[src/rtl/pbrec_pkg.sv]
package pbrec_pkg;
    typedef enum logic [2:0] {
        M_IDLE  = 3'd0,
        M_REC   = 3'd1,
        M_FULL  = 3'd2,
        M_PLAYE = 3'd3,
        M_PLAYL = 3'd4
    } mode_e;

    localparam int BTN_REC  = 0;
    localparam int BTN_EDGE = 1;
    localparam int BTN_LVL  = 2;
    localparam int NBTN     = 3;
endpackage

[src/rtl/pbrec_tick.sv]
module pbrec_tick #(
    parameter int DIV = 4
) (
    input  logic clk,
    input  logic rst_n,
    output logic tick_o
);
    localparam int CW = (DIV > 2) ? $clog2(DIV) : 1;
    localparam logic [CW-1:0] TOP = CW'(DIV - 1);

    logic [CW-1:0] cnt_q;

    always_ff @(posedge clk or negedge rst_n) begin
        if (!rst_n)            cnt_q <= '0;
        else if (cnt_q == TOP) cnt_q <= '0;
        else                   cnt_q <= cnt_q + 1'b1;
    end

    assign tick_o = (cnt_q == TOP);
endmodule

[src/rtl/pbrec_falls.sv]
module pbrec_falls #(
    parameter int N = 3
) (
    input  logic         clk,
    input  logic         rst_n,
    input  logic [N-1:0] btn_n,
    output logic [N-1:0] press_o
);
    for (genvar i = 0; i < N; i++) begin : g_btn
        logic prev_q;
        always_ff @(posedge clk or negedge rst_n) begin
            if (!rst_n) prev_q <= 1'b1;
            else        prev_q <= btn_n[i];
        end
        assign press_o[i] = prev_q & ~btn_n[i];
    end
endmodule

[src/rtl/pbrec_marks.sv]
module pbrec_marks #(
    parameter int DEPTH = 64,
    parameter int AW    = $clog2(DEPTH)
) (
    input  logic          clk,
    input  logic          rst_n,
    input  logic          we,
    input  logic [AW-1:0] waddr,
    input  logic          wbit,
    input  logic [AW-1:0] raddr,
    output logic          rbit
);
    logic [DEPTH-1:0] bits_q;

    always_ff @(posedge clk or negedge rst_n) begin
        if (!rst_n)  bits_q <= '0;
        else if (we) bits_q[waddr] <= wbit;
    end

    assign rbit = bits_q[raddr];
endmodule

[src/rtl/pbrec_ctrl.sv]
module pbrec_ctrl
    import pbrec_pkg::*;
#(
    parameter int DEPTH    = 64,
    parameter int TICK_DIV = 4,
    parameter int AW       = $clog2(DEPTH)
) (
    input  logic          clk,
    input  logic          rst_n,
    input  logic          rec_n,
    input  logic          play_edge_n,
    input  logic          play_lvl_n,
    output logic [AW-1:0] addr_o,
    output logic          wr_stb_o,
    output logic          rd_stb_o,
    output logic          mark_wr_o,
    output logic          eom_o,
    output logic          rec_led_n_o,
    output logic          pwr_dn_o
);
    localparam logic [AW-1:0] LAST = AW'(DEPTH - 1);

    typedef struct packed {
        mode_e         mode;
        logic [AW-1:0] addr;
        logic [AW-1:0] oaddr;
        logic          wr;
        logic          rd;
        logic          mw;
        logic          eom;
    } ctl_t;

    ctl_t ctl_d, ctl_q;

    logic            tick;
    logic [NBTN-1:0] press;
    logic            mk_we, mk_wbit, mk_rbit;

    pbrec_tick #(.DIV(TICK_DIV)) u_tick (
        .clk(clk), .rst_n(rst_n), .tick_o(tick)
    );

    pbrec_falls #(.N(NBTN)) u_falls (
        .clk(clk), .rst_n(rst_n),
        .btn_n({play_lvl_n, play_edge_n, rec_n}),
        .press_o(press)
    );

    pbrec_marks #(.DEPTH(DEPTH), .AW(AW)) u_marks (
        .clk(clk), .rst_n(rst_n),
        .we(mk_we), .waddr(ctl_q.addr), .wbit(mk_wbit),
        .raddr(ctl_q.addr), .rbit(mk_rbit)
    );

    always_comb begin
        ctl_d     = ctl_q;
        ctl_d.wr  = 1'b0;
        ctl_d.rd  = 1'b0;
        ctl_d.mw  = 1'b0;
        ctl_d.eom = 1'b0;
        mk_we     = 1'b0;
        mk_wbit   = 1'b0;
        if (press[BTN_REC]) begin
            ctl_d.mode = M_REC;
            ctl_d.addr = '0;
        end else begin
            case (ctl_q.mode)
                M_REC: begin
                    if (rec_n) begin
                        mk_we       = 1'b1;
                        mk_wbit     = 1'b1;
                        ctl_d.mw    = 1'b1;
                        ctl_d.oaddr = ctl_q.addr;
                        ctl_d.mode  = M_IDLE;
                    end else if (tick) begin
                        mk_we       = 1'b1;
                        ctl_d.wr    = 1'b1;
                        ctl_d.oaddr = ctl_q.addr;
                        if (ctl_q.addr == LAST) ctl_d.mode = M_FULL;
                        else                    ctl_d.addr = ctl_q.addr + 1'b1;
                    end
                end
                M_FULL: begin
                    if (rec_n) ctl_d.mode = M_IDLE;
                end
                default: begin
                    if (press[BTN_EDGE]) begin
                        ctl_d.mode = M_PLAYE;
                        ctl_d.addr = '0;
                    end else if (ctl_q.mode == M_IDLE && press[BTN_LVL]) begin
                        ctl_d.mode = M_PLAYL;
                        ctl_d.addr = '0;
                    end else if (ctl_q.mode == M_PLAYL && play_lvl_n) begin
                        ctl_d.mode = M_IDLE;
                    end else if (ctl_q.mode != M_IDLE && tick) begin
                        ctl_d.rd    = 1'b1;
                        ctl_d.oaddr = ctl_q.addr;
                        if (mk_rbit) begin
                            ctl_d.eom  = 1'b1;
                            ctl_d.mode = M_IDLE;
                        end else if (ctl_q.addr == LAST) begin
                            ctl_d.mode = M_IDLE;
                        end else begin
                            ctl_d.addr = ctl_q.addr + 1'b1;
                        end
                    end
                end
            endcase
        end
    end

    always_ff @(posedge clk or negedge rst_n) begin
        if (!rst_n) begin
            ctl_q      <= '0;
            ctl_q.mode <= M_IDLE;
        end else begin
            ctl_q <= ctl_d;
        end
    end

    assign addr_o      = ctl_q.oaddr;
    assign wr_stb_o    = ctl_q.wr;
    assign rd_stb_o    = ctl_q.rd;
    assign mark_wr_o   = ctl_q.mw;
    assign eom_o       = ctl_q.eom;
    assign rec_led_n_o = (ctl_q.mode != M_REC);
    assign pwr_dn_o    = (ctl_q.mode == M_IDLE);
endmodule

[config.mk]
export PLATFORM = sky130hd
export DESIGN_NAME = pbrec_ctrl
export DESIGN_NICKNAME = d
export VERILOG_FILES = /design/src/rtl/pbrec_pkg.sv /design/src/rtl/pbrec_tick.sv /design/src/rtl/pbrec_falls.sv /design/src/rtl/pbrec_marks.sv /design/src/rtl/pbrec_ctrl.sv
export SDC_FILE = /design/constraint.sdc
export NUM_CORES = 1
export LEC_CHECK = 0
export ABC_AREA = 1
export CAP_MARGIN = 20
export CORE_MARGIN = 2
export CORE_UTILIZATION = 40
export CTS_CLUSTER_DIAMETER = 100
export CTS_CLUSTER_SIZE = 10
export DETAILED_ROUTE_END_ITERATION = 16
export MAX_ROUTING_LAYER = met4
export PLACE_DENSITY = 0.67
export SYNTH_ARGS = -nofsm -noshare
export SYNTH_HDL_FRONTEND = slang
export SYNTH_HIERARCHICAL = 1
export SYNTH_SLANG_ARGS = --single-unit
[constraint.sdc]
create_clock -name clk -period 5.3 [get_ports clk]
set_input_delay 0.53 -clock clk [delete_from_list [all_inputs] [get_ports clk]]
set_output_delay 0.53 -clock clk [all_outputs]
set_load 0.01 [all_outputs]
# Yosys cells after proc, flatten, opt, wreduce, memory -nomap -nowiden
# Cells that the tools add are included.
dict set report op_classes {
  add_sub_neg 2
  bitwise_logic 8
  mux 49
  n_reduce_logical 14
  magnitude_cmp 2
  n_eq_ne 18
}
# operator count
set op_table {}
lappend op_table {{64-bit bitwise mux} 1}
lappend op_table {{15-bit two-way mux} 3}
lappend op_table {{6-bit two-way mux} 6}
lappend op_table {{9-bit two-way mux} 3}
lappend op_table {{12-bit case mux with 2 select lines} 1}
lappend op_table {{1-bit two-way mux} 22}
lappend op_table {{3-bit two-way mux} 6}
lappend op_table {{16-bit two-way mux} 1}
lappend op_table {{12-bit two-way mux} 1}
lappend op_table {{3-bit != test (second input constant)} 4}
lappend op_table {{9-bit nonzero test} 1}
lappend op_table {{4-bit != test (second input constant)} 2}
lappend op_table {{8-bit nonzero test} 1}
lappend op_table {{6-bit by 7-bit < comparator with 1-bit output (second input constant)} 1}
lappend op_table {{7-bit AND reduction} 1}
lappend op_table {{6-bit by 1-bit adder with 6-bit output (second input constant)} 1}
lappend op_table {{1-bit binary-select mux with 6-bit select} 1}
lappend op_table {{1-bit demux with 6-bit select} 1}
lappend op_table {{6-bit == test (second input constant)} 1}
lappend op_table {{6-bit by 1-bit greater-or-equal comparator with 1-bit output (second input constant)} 1}
lappend op_table {{2-bit by 1-bit != test with 1-bit output (second input constant)} 3}
lappend op_table {{6-bit by 4-bit != test with 1-bit output (second input constant)} 1}
lappend op_table {{3-bit case mux with 2 select lines} 1}
lappend op_table {{6-bit AND reduction} 1}
lappend op_table {{19 further kinds} 28}
dict set report totals {
  reg_bits 88
  word_cells 105
  out_inout_bits 12
  inputBits 5
}

# Depth between registers and ports, before layout
dict set report logic_depth {
  depth_word 11
  mapped_depth 18
  mapped_depth_nobuf 16
}

# Hierarchy
# The synthesis kept the hierarchy.
# mod n_inst cells_per_inst area_each_um2
set modules_own_cells {}
lappend modules_own_cells {pbrec_marks 1 422 3305.7}
lappend modules_own_cells {pbrec_ctrl 1 172 1287.5}
lappend modules_own_cells {pbrec_falls 1 9 108.9}
lappend modules_own_cells {pbrec_tick 1 4 66.3}

# Worst setup path before layout
# Ideal clock, no wire load.
dict set report synth_path {
  path_kind {flip-flop to flip-flop}
  startpoint {reg ctl_q[10] (netlist bit)}
  endpoint {reg ctl_q[10] (netlist bit)}
  setup_time_ns 0.118
  arrival_time_ns 1.970
  stages_incl_launch_ff 16
  n_path_buf 3
  path_slack_ns 3.213
  path_cell_list {dfrtp_1 > buf_2 > clkbuf_1 > nand2_1 > nand3_1 > nand3_1 > nand2_1 > nand2_1 > nand3_1 > nand3_1 > nand2_1 > nand3_2 > and2_4 > buf_6 > nand3_1 > nand2_1}
}
# element line
set synth_lines {}
lappend synth_lines {{start, declared} pbrec_ctrl.sv:33} ;# ctl_t ctl_d, ctl_q;
lappend synth_lines {{start signal, assigned} pbrec_ctrl.sv:117} ;# ctl_q <= ctl_d;
lappend synth_lines {{1-bit binary-select mux with 6-bit select} pbrec_marks.sv:20} ;# assign rbit = bits_q[raddr];
lappend synth_lines {{1-bit two-way mux (implied by the code)} pbrec_marks.sv:20}
lappend synth_lines {{net mk_rbit} pbrec_ctrl.sv:37} ;# logic mk_we, mk_wbit, mk_rbit;
lappend synth_lines {{6-bit by 4-bit != test with 1-bit output (no source line)} --}
lappend synth_lines {{6-bit AND reduction (no source line)} --}
# The timed path passes the listed nets, and every way through them passes these cells. The select of a mux whose other input is x is not followed.
# A chain may end at the register's enable or synchronous reset.

# Worst setup path after layout
dict set report layout_path {
  startpoint {reg ctl_q[12] (netlist bit)}
  endpoint {reg ctl_q[18] (netlist bit)}
}
dict set report layout_via {
  elab_chain_cells 11
}
# element line
set layout_lines {}
lappend layout_lines {{1-bit binary-select mux with 6-bit select (*)} pbrec_marks.sv:20}
lappend layout_lines {{1-bit two-way mux (implied by the code) (*)} pbrec_marks.sv:20}
lappend layout_lines {{net mk_rbit} pbrec_ctrl.sv:37}
lappend layout_lines {{3-bit two-way mux} pbrec_ctrl.sv:98} ;# if (mk_rbit) begin
lappend layout_lines {{15-bit two-way mux} pbrec_ctrl.sv:95} ;# end else if (ctl_q.mode != M_IDLE && tick) begin
lappend layout_lines {{15-bit two-way mux} pbrec_ctrl.sv:67} ;# case (ctl_q.mode)
lappend layout_lines {{15-bit two-way mux} pbrec_ctrl.sv:63} ;# if (press[BTN_REC]) begin
lappend layout_lines {{3-bit two-way mux} pbrec_ctrl.sv:93} ;# end else if (ctl_q.mode == M_PLAYL && play_lvl_n) begin
lappend layout_lines {{9-bit two-way mux} pbrec_ctrl.sv:90} ;# end else if (ctl_q.mode == M_IDLE && press[BTN_LVL]) begin
lappend layout_lines {{9-bit two-way mux} pbrec_ctrl.sv:87} ;# if (press[BTN_EDGE]) begin
lappend layout_lines {{3-bit case mux with 2 select lines} pbrec_ctrl.sv:67}
lappend layout_lines {{9-bit two-way mux} pbrec_ctrl.sv:63}
# Mark *: on every way through the listed nets, which the timed path passes. The rest lies on a longest branch. The select of a mux whose other input is x is not followed.

==> results.sh <==
export IMPL_crit_buf_inv=2
export IMPL_cp_arrival_ps=2900
export IMPL_cts_buffers=9
export IMPL_grt_pass1_wl_um=19300
export IMPL_maxSlewHeadroom_pct=29.9
export IMPL_setup_viol=0
export IMPL_total_leakage_power_nw=2.47
export IMPL_cts_setup_buffers=0
export IMPL_r2r_cells=14
export IMPL_r2r_setup_slack_ps=2680
export IMPL_pwr_density_cell_nw_per_um2=460
export IMPL_dieArea_um2=12800
export IMPL_required_ps=5580
export IMPL_gp_congestion=0.853
export IMPL_drtIter0Drc=392
export IMPL_tns_ps=0
export IMPL_cts_tree="done"
export IMPL_cpMostUsedCell="nand2_1"
export IMPL_endpoint_kind="register"
export IMPL_path_cells="inv_1 -> nand3_1 -> nand2_1 -> nand2_1 -> nand3_1 -> nand3_1 -> nand2_1 -> nor2_1 -> inv_1 -> nor2_1 -> nand2_1 -> nand4_1 -> nand2_1 -> nand2_1"
export IMPL_dr_total_vias=4153
export IMPL_io_pins=17
export IMPL_ys_seq_area_share_pct=46.3
export IMPL_clockBufferDepth=2
export IMPL_drt_wirelength_per_cell_um=15.2
export IMPL_syn_area_um2=4770
export IMPL_ant_nets=0
export IMPL_power_internal_mw=1.51
export IMPL_ys_seq_elements=88
export IMPL_synth_fp_nets=614
export IMPL_cts_root_buffer="clkbuf_16"
export IMPL_post_cts_resized=0
export IMPL_r2r_start="ctl_q[12]"
export IMPL_drtPass1Iterations=5
export IMPL_min_period_ps=2620
export IMPL_worst_clock_skew_ps=6.04
export IMPL_via_per_inst=5.56
export IMPL_peakVddDrop_mv=0.267
export IMPL_worst_slew_pin_slew_ps=1050
export IMPL_htree_levels=3
export IMPL_power_frac_clock_pct=29.2
export IMPL_final_hold_viol_count=0
export IMPL_clock_sinks=88
export IMPL_clk_latency_ps=340
export IMPL_hold_buffers=0
export IMPL_setup_worst_path_start_class="register"
export IMPL_grt_max_degree=89
export IMPL_max_stage_delay_ps=930
export IMPL_rsz0062_at_grt="false"
export IMPL_drc=0
export IMPL_syn_avg_cell_area_um2=7.86
export IMPL_drv_slew=0
export IMPL_dp_hpwl_um=7190
export IMPL_run_status="finished, final reports clean"
export IMPL_fin_nets=607
export IMPL_first_global_vias=3891
export IMPL_r2r_end="ctl_q[18]"
export IMPL_core_um2=11500
export IMPL_p_comb_share_pct=37.2
export IMPL_dieWidth_um=113
export IMPL_final_area_um2=5320
export IMPL_crit_family="simple AND/OR/NAND/NOR gates"
export IMPL_critPathKind="reg2reg"
export IMPL_io_buffer_count=16
export IMPL_instances_no_fill=747
export IMPL_hold_class="in2async"
export IMPL_grt_usage_pct=19.3
export IMPL_fill_cells=1114
export IMPL_place_area_um2=4930
export IMPL_cts_reportedPaths_clkPinSlew_ps=60
export IMPL_drive_gt1_share_pct=10.3
export IMPL_worstPathMaxFanout=23
export IMPL_critical_path_slowest_cell="dfrtp_1"
export IMPL_grt_overflow=0
export IMPL_fin_crit_sh_pct=49.5
export IMPL_startpoint="ctl_q[12]"
export IMPL_synthTopCellsByArea="dfrtp_1 45%, nand2_1 10%, nand3_1 8.3%"
export IMPL_fmax_mhz=381
export IMPL_synth_commonest_cells="131 x nand2_1, 85 x dfrtp_1, 79 x nand3_1"
export IMPL_syn_inst=607
export IMPL_synth_cell_types=33
export IMPL_rows=39
export IMPL_synth_enable_flop_cells=0
export IMPL_antenna_cells=0
export IMPL_pwr_share_seq_pct=33.6
export IMPL_synth_warnings=6
export IMPL_drv_cap=0
export IMPL_yosysTopAreaCellShare_pct=44.6
export IMPL_power_switching_uw=935
export IMPL_switching_share_pct=38.2
export IMPL_netlist_top_cell_by_area="dfrtp_1"
export IMPL_drt_total_wl_um=11300
export IMPL_syn2layout_area_growth_pct=11.6
export IMPL_die_h_um=113
export IMPL_synthArstFlopShare_pct=100
export IMPL_start_util_pct=41.4
export IMPL_synth_flop_cell="dfrtp_1"
export IMPL_place_inst=730
export IMPL_antenna_found_initial=0
export IMPL_synth_most_common_cell="nand2_1"
[per-layer routing]
| layer | share of wire, % | GRT usage, % | up-vias | wire [um] |
|---|---|---|---|---|
| li1 | - | - | 2040 | - |
| met1 | 45 | 26.2 | 1947 | 5140 |
| met2 | 47 | 28.9 | 143 | 5360 |
| met3 | 5.2 | 2.62 | 23 | 585 |
| met4 | 2.2 | 8.54 | 0 | 252 |
| met5 | 0 | - | - | 0 |
[power groups by stage]
stage	clock network (mW)	logic, mW	registers [mW]
floorplan	0	0.684	0.820
global placement	0	0.865	0.828
detailed placement	0	0.878	0.833
CTS	0.733	0.883	0.821
global route	0.760	1.02	0.833
finish	0.716	0.910	0.822
[through the flow]
step / setup WS (ps) / utilization, % / hold WS [ps] / total power [mW]
6_report: 2680 / 46.2 / 46.3 / 2.45
5_1_grt: 2420 / 46.2 / 45.2 / 2.61
4_1_cts: 2670 / 45.7 / 431 / 2.44
2_1_floorplan: 3210 / - / 234 / 1.50
3_5_place_dp: 2360 / 42.8 / 423 / 1.71
3_3_place_gp: 2430 / 42.8 / 415 / 1.69
[sequential cells by signal, indices dropped and copies added, names as in the netlist]
register              flops
addr_o                    6
ctl_q                     9
eom_o                     1
mark_wr_o                 1
rd_stb_o                  1
u_falls/g_btn.prev_q      3
u_marks/bits_q           64
u_tick/cnt_q              2
wr_stb_o                  1
[cells in the final DEF (no fill, tap or decap), types with 3 or more instances in the layout]
| master | n |
|---|---|
| a31oi_1 | 52 |
| clkdlybuf4s50_1 | 15 |
| dfrtp_1 | 85 |
| o21ai_0 | 4 |
| nand3_1 | 79 |
| buf_4 | 3 |
| o21ai_2 | 5 |
| a21oi_1 | 66 |
| inv_2 | 6 |
| dfstp_2 | 3 |
| nand4_1 | 6 |
| nand2_1 | 131 |
| clkbuf_16 | 9 |
| nand3_2 | 3 |
| inv_1 | 40 |
| nor2_2 | 7 |
| nand2_2 | 3 |
| nor2_1 | 56 |
| bufinv_16 | 3 |
| nor3_2 | 5 |
[worst max path at each step]
| stage | to | slack [ps] | cells after the start |
|---|---|---|---|
| floorplan | ctl_q[10] | 3210 | 15 |
| global placement | u_marks/bits_q[38] | 2430 | 9 |
| detailed placement | u_marks/bits_q[22] | 2360 | 9 |
| CTS | ctl_q[16] | 2670 | 16 |
| global route | ctl_q[18] | 2420 | 16 |
| finish | ctl_q[18] | 2680 | 14 |
[cells by family after synthesis]
| kind of cell | synth area share (%) |
|---|---|
| XOR/XNOR | 0.184 |
| flip-flops | 46.3 |
| buffers and inverters | 8.50 |
| AO/OA/AOI/OAI | 15.6 |
| AND/OR/NAND/NOR | 28.9 |
| adder cells (fa/ha/maj) | 0.525 |
[cell type report]
| class | count | area (um2) | area share (%) |
|---|---|---|---|
| well taps | 143 | 179 | 3.36 |
| flip-flops and latches | 88 | 2210 | 41.5 |
| clock inverters | 3 | 90.1 | 1.69 |
| repair buffers | 20 | 228 | 4.28 |
| clock buffers | 12 | 246 | 4.63 |
| multi-input cells | 432 | 2170 | 40.7 |
| inverters | 49 | 205 | 3.86 |
(Power assumes the default switching activity.)
